===== src/rtl/srl_pkg.sv =====
package srl_pkg;
    typedef enum logic [1:0] {
        ST_HDR = 2'd0,
        ST_WR  = 2'd1,
        ST_RD  = 2'd2,
        ST_ACK = 2'd3
    } srl_state_e;
endpackage


===== src/rtl/srl_edge_sync.sv =====
module srl_edge_sync #(
    parameter int STAGES = 2
) (
    input  logic clk,
    input  logic rst,
    input  logic pin,
    output logic rise,
    output logic fall
);
    logic [STAGES-1:0] sync_q;
    logic              last_q;

    always_ff @(posedge clk) begin
        if (rst) begin
            sync_q <= '0;
            last_q <= 1'b0;
        end else begin
            sync_q <= {sync_q[STAGES-2:0], pin};
            last_q <= sync_q[STAGES-1];
        end
    end

    assign rise = sync_q[STAGES-1] & ~last_q;
    assign fall = ~sync_q[STAGES-1] & last_q;
endmodule


===== src/rtl/srl_reg_bank.sv =====
module srl_reg_bank #(
    parameter int AW   = 7,
    parameter int DW   = 16,
    parameter int NREG = 8
) (
    input  logic          clk,
    input  logic          rst,
    input  logic          wr_en,
    input  logic [AW-1:0] addr,
    input  logic [DW-1:0] wr_word,
    output logic [DW-1:0] rd_word,
    output logic [DW-1:0] cfg_word
);
    localparam int IW = (NREG > 1) ? $clog2(NREG) : 1;

    logic [DW-1:0] words [NREG];
    logic          in_range;

    assign in_range = (addr < AW'(NREG));

    for (genvar g = 0; g < NREG; g++) begin : g_word
        always_ff @(posedge clk) begin
            if (rst) begin
                words[g] <= '0;
            end else if (wr_en && in_range && addr == AW'(g)) begin
                words[g] <= wr_word;
            end
        end
    end

    assign rd_word  = in_range ? words[addr[IW-1:0]] : '0;
    assign cfg_word = words[0];
endmodule


===== src/rtl/srl_frame_fsm.sv =====
module srl_frame_fsm
    import srl_pkg::*;
#(
    parameter int AW = 7,
    parameter int DW = 16,
    parameter int CW = 5
) (
    input  logic          clk,
    input  logic          rst,
    input  logic          clr_n,
    input  logic          rise,
    input  logic          fall,
    input  logic          sdi,
    input  logic [DW-1:0] rd_word,
    output logic [AW-1:0] addr_q,
    output logic          wr_en,
    output logic [DW-1:0] wr_word,
    output logic          sdo,
    output logic [CW-1:0] cnt,
    output srl_state_e    state,
    output logic          rd_flag
);
    localparam int HDR_BITS   = 1 + AW;
    localparam int FRAME_BITS = HDR_BITS + DW;

    srl_state_e    nxt;
    logic [AW-1:0] ash;
    logic [DW-1:0] wsh;
    logic [DW-1:0] rsh;
    logic          idle;

    assign idle = rst || !clr_n;

    // state register
    always_ff @(posedge clk) begin
        if (idle) state <= ST_HDR;
        else      state <= nxt;
    end

    always_comb begin
        nxt = state;
        unique case (state)
            ST_HDR: if (rise && cnt == CW'(HDR_BITS - 1))
                        nxt = rd_flag ? ST_RD : ST_WR;
            ST_WR:  if (rise && cnt == CW'(FRAME_BITS - 1)) nxt = ST_ACK;
            ST_RD:  if (rise && cnt == CW'(FRAME_BITS - 1)) nxt = ST_ACK;
            ST_ACK: if (rise) nxt = ST_HDR;
            default: nxt = ST_HDR;
        endcase
    end

    // outputs and datapath
    always_ff @(posedge clk) begin
        if (idle) begin
            cnt     <= '0;
            ash     <= '0;
            addr_q  <= '0;
            wsh     <= '0;
            rsh     <= '0;
            rd_flag <= 1'b0;
            sdo     <= 1'b0;
        end else begin
            if (rise) begin
                if (state == ST_ACK) begin
                    cnt     <= '0;
                    rd_flag <= 1'b0;
                end else begin
                    cnt <= cnt + 1'b1;
                end
                if (state == ST_HDR) begin
                    if (cnt == '0) begin
                        rd_flag <= sdi;
                    end else begin
                        ash <= {ash[AW-2:0], sdi};
                        if (cnt == CW'(HDR_BITS - 1))
                            addr_q <= {ash[AW-2:0], sdi};
                    end
                end
                if (state == ST_WR)
                    wsh <= {wsh[DW-2:0], sdi};
            end
            if (fall) begin
                if (state == ST_RD) begin
                    if (cnt == CW'(HDR_BITS)) begin
                        sdo <= rd_word[DW-1];
                        rsh <= {rd_word[DW-2:0], 1'b0};
                    end else begin
                        sdo <= rsh[DW-1];
                        rsh <= {rsh[DW-2:0], 1'b0};
                    end
                end else begin
                    sdo <= 1'b0;
                end
            end
        end
    end

    assign wr_en   = !idle && rise && state == ST_ACK && !rd_flag;
    assign wr_word = wsh;
endmodule


===== src/rtl/srl_target.sv =====
module srl_target
    import srl_pkg::*;
#(
    parameter int AW   = 7,
    parameter int DW   = 16,
    parameter int NREG = 8
) (
    input  logic clk,
    input  logic rst,
    input  logic clr_n,
    input  logic stb,
    input  logic sdi,
    output logic sdo
);
    localparam int FRAME_BITS = 1 + AW + DW;
    localparam int CW         = $clog2(FRAME_BITS + 1);

    logic          rise;
    logic          fall;
    logic [AW-1:0] addr_q;
    logic          wr_en;
    logic [DW-1:0] wr_word;
    logic [DW-1:0] rd_word;
    logic [DW-1:0] cfg_word;
    logic [CW-1:0] cnt;
    srl_state_e    state;
    logic          rd_flag;

    srl_edge_sync #(.STAGES(2)) u_sync (
        .clk (clk),
        .rst (rst),
        .pin (stb),
        .rise(rise),
        .fall(fall)
    );

    srl_frame_fsm #(.AW(AW), .DW(DW), .CW(CW)) u_fsm (
        .clk    (clk),
        .rst    (rst),
        .clr_n  (clr_n),
        .rise   (rise),
        .fall   (fall),
        .sdi    (sdi),
        .rd_word(rd_word),
        .addr_q (addr_q),
        .wr_en  (wr_en),
        .wr_word(wr_word),
        .sdo    (sdo),
        .cnt    (cnt),
        .state  (state),
        .rd_flag(rd_flag)
    );

    srl_reg_bank #(.AW(AW), .DW(DW), .NREG(NREG)) u_bank (
        .clk     (clk),
        .rst     (rst),
        .wr_en   (wr_en),
        .addr    (addr_q),
        .wr_word (wr_word),
        .rd_word (rd_word),
        .cfg_word(cfg_word)
    );
endmodule


===== config.mk =====
export PLATFORM = sky130hd
export DESIGN_NAME = srl_target
export DESIGN_NICKNAME = d
export VERILOG_FILES = /design/src/rtl/srl_pkg.sv /design/src/rtl/srl_edge_sync.sv /design/src/rtl/srl_reg_bank.sv /design/src/rtl/srl_frame_fsm.sv /design/src/rtl/srl_target.sv
export SDC_FILE = /design/constraint.sdc
export NUM_CORES = 1
export LEC_CHECK = 0
export ABC_AREA = 1
export BUFFER_PORTS_ARGS = -buffer_cell sky130_fd_sc_hd__buf_2
export CORE_MARGIN = 2
export CORE_UTILIZATION = 35
export CTS_CLUSTER_SIZE = 14
export DETAILED_ROUTE_END_ITERATION = 8
export GPL_ROUTABILITY_DRIVEN = 1
export PLACE_DENSITY = 0.51
export REMOVE_ABC_BUFFERS = 1
export SYNTH_ARGS = -nofsm -noshare
export SYNTH_HDL_FRONTEND = slang
export SYNTH_SLANG_ARGS = --single-unit

===== constraint.sdc =====
create_clock -name clk -period 4.8 [get_ports clk]
set_input_delay 0.96 -clock clk [delete_from_list [all_inputs] [get_ports clk]]
set_output_delay 0.96 -clock clk [all_outputs]
set_load 0.03 [all_outputs]

==> impl_metrics.yaml <==
floorplan:
  core-area_um2: 22800
  io_pins: 6
  dieHeight_um: 157
  die_area_um2: 24500
  die_w_um: 157
  initial_core_util: 0.358
  num_rows: 55
clock_network:
  cts_hold_buf: 0
  cts_root_buf: "clkbuf_16"
  post_cts_buffers: 0
  cts_resized: 0
  cts_buffer_depth: 2
  cts.sinks: 187
  cts.clk_slew.worst_paths_ps: 70
  htree_levels: 4
  cts_tree: "yes"
  insertion_delay_ps: 430
  cts_buffers: 17
logic_synthesis:
  ys_seq_area_frac: 0.616
  synth_seq_cells: 187
  synth_area_um2: 8160
  synth.avg_cell_area_um2: 9.84
  synth_area_leader_cell: "edfxtp_1"
  yosysTopAreaCellShare: 0.471
  synth_cells: 829
  synth_area_leaders: "edfxtp_1 47%, dfxtp_1 14%, nor3_1 8.0%"
  yosysUniqueCellTypes: 30
  synth_warnings: 0
worst_setup_path:
  arrival_ps: 3070
  slowest_delay_ps: 900
  path_max_fanout: 19
  cp_slowest_cell: "o21ai_2"
  cp.required_ps: 4860
  start_kind: "input pin"
  crit_chain: "buf_2 -> inv_2 -> nand2_2 -> nor3_4 -> nand4_2 -> o21ai_2"
  crit_buf_inv: 2
  setup.worst_path.end_class: "register"
  worstSetupPathType: "in -> reg"
  cp_top_family: "compound AO/OA/AOI/OAI gates"
grt:
  grt_pass1_vias: 5626
  overflow: 0
  grt_pass1_wl_um: 32400
  grt_start_max_net_pins: 66
  grt_use_total: 0.174
  antenna_found_initial: 0
sta:
  holdWs_ps: 402
  period_needed_ps: 3010
  setup_tns_ps: 0
  finalCritPeriodShare: 0.627
  maxSlewViolCount: 0
  worstMarginPinSlew_ps: 1120
  max-slew-margin-rel: 0.252
  finalHoldViolCount: 0
  rsz0062_at_grt: "no"
  setup_viol: 0
  final.setup_skew_ps: 10.7
  max_freq_ghz: 0.332
pwr:
  leakagePower_nw: 2.89
  total_power_mw: 3.29
  powerDensity_nw_per_um2: 366
  ir_drop_uv: 214
min_path:
  hold_class: "reg -> reg"
layout:
  diodes: 0
  drive_above_1_share: 0.0870
  postLayoutCoreUtil: 0.395
  final_nets: 815
  area_growth_pct: 10.4
routing:
  drt-initial-drc-count: 416
  postRouteAntennaNets: 0
  firstDrtPassIters: 4
  routedWlPerCell_um: 17.9
  drcViolationCount: 0
  vias: 5861
  vias_per_cell: 5.19
  drt_wl_total_um: 20300
placement:
  gp_congestion: 0.779
  io_buffer_count: 5
  hpwl_um: 13100
outcome:
  status: "completed"
flow_run:
  maxCapViolations: 0
tightest hold or removal path: cells and delay by family (launching register included):
kind | cells | cell delay (ps)
buffers and inverters | 1 | 40
DFF | 1 | 300
and+or+nand+nor | 1 | 30
final timing paths:
path / from / to / cells past startpoint / slack (ps)
setup / recovery: rst / u_bank.words[6][13] / 6 / 1790
hold / removal: u_sync.sync_q[0] / u_sync.sync_q[1] / 2 / 400
setup reg to reg: register / u_fsm.rsh[10] / 7 / 2110
hold reg to reg: u_sync.sync_q[0] / u_sync.sync_q[1] / 2 / 400
report_power, final:
group          internal (mW)  switching [mW]  leakage [nW]
combinational         0.0199          0.0560         0.912
sequential              1.77          0.0162          1.69
clock                  0.779           0.652         0.287
total                   2.57           0.724          2.89
through the flow:
| stage | setup slack (ps) | std cells | cell area [um^2] |
|---|---|---|---|
| floorplan | 1140 | 766 | 7880 |
| global placement | 1360 | 1097 | 8420 |
| detailed placement | 1310 | 1097 | 8420 |
| CTS | 1780 | 1129 | 9010 |
| global route | 1600 | 1129 | 9010 |
| finish | 1790 | 1129 | 9010 |
cells by family (layout without fill, tap and decap cells):
logic type,Yosys count,after routing,share of synthesized area
AO/OA/AOI/OAI,207,207,0.137
adder cells (fa/ha/maj),7,7,0.0107
XOR/XNOR,1,1,0.00107
AND/OR/NAND/NOR,310,310,0.176
flip-flops,187,187,0.616
buffers and inverters,117,104,0.0595
placed cells by master, fill, tap and decap left out, types with 3 or more instances in the layout:
cell type / instances
nand4_1: 3
clkinv_1: 16
nand3_1: 26
buf_2: 5
clkbuf_16: 17
ha_1: 7
clkinv_2: 3
nand2_1: 35
nand4_2: 5
inv_1: 36
edfxtp_1: 128
dfxtp_1: 57
buf_4: 13
o211ai_1: 29
o21ai_2: 6
a21oi_1: 60
inv_6: 6
o21ai_0: 106
nand2_2: 3
nor3_1: 130
nor2_1: 105
cell usage after synthesis, drive strengths merged:
cell / number
edfxtp: 128
clkbuf: 42
nand4: 8
o22ai: 1
o311a: 1
a211oi: 1
xor2: 1
ha: 7
nand3: 26
or2: 1
a21oi: 60
clkinv: 16
o31ai: 1
nand2: 38
dfxtp: 59
inv: 38
o21ai: 114
nor2: 106
nor3: 131
buf: 21
o211ai: 29
registers in the layout, indices dropped and copies added, names as in the netlist, named ones only:
register       cells
u_fsm.state        2
u_fsm.wr_word     16
u_fsm.sdo          1
u_sync.sync_q      2
u_fsm.ash          6
u_bank.words     128
u_fsm.rsh         15
u_fsm.cnt          5
u_fsm.rd_flag      1
u_sync.last_q      1
u_fsm.addr_q       7
final cells by class:
type / instances / area, um^2
flip-flops and latches: 187 / 5030
inverters: 54 / 203
clock buffers: 17 / 425
well taps: 313 / 392
fillers: 2275 / 13800
clock inverters: 15 / 163
repair buffers: 18 / 123
multi-input cells: 525 / 2670
layer usage:
| metal | GRT usage | vias to the layer above | wire, um |
|---|---|---|---|
| met5 | 0 | - | 0 |
| met4 | 0.0428 | 0 | 199 |
| met3 | 0.0310 | 17 | 634 |
| met2 | 0.258 | 92 | 8980 |
| met1 | 0.262 | 2849 | 10400 |
| li1 | - | 2903 | - |
(Power assumes the default switching activity.)
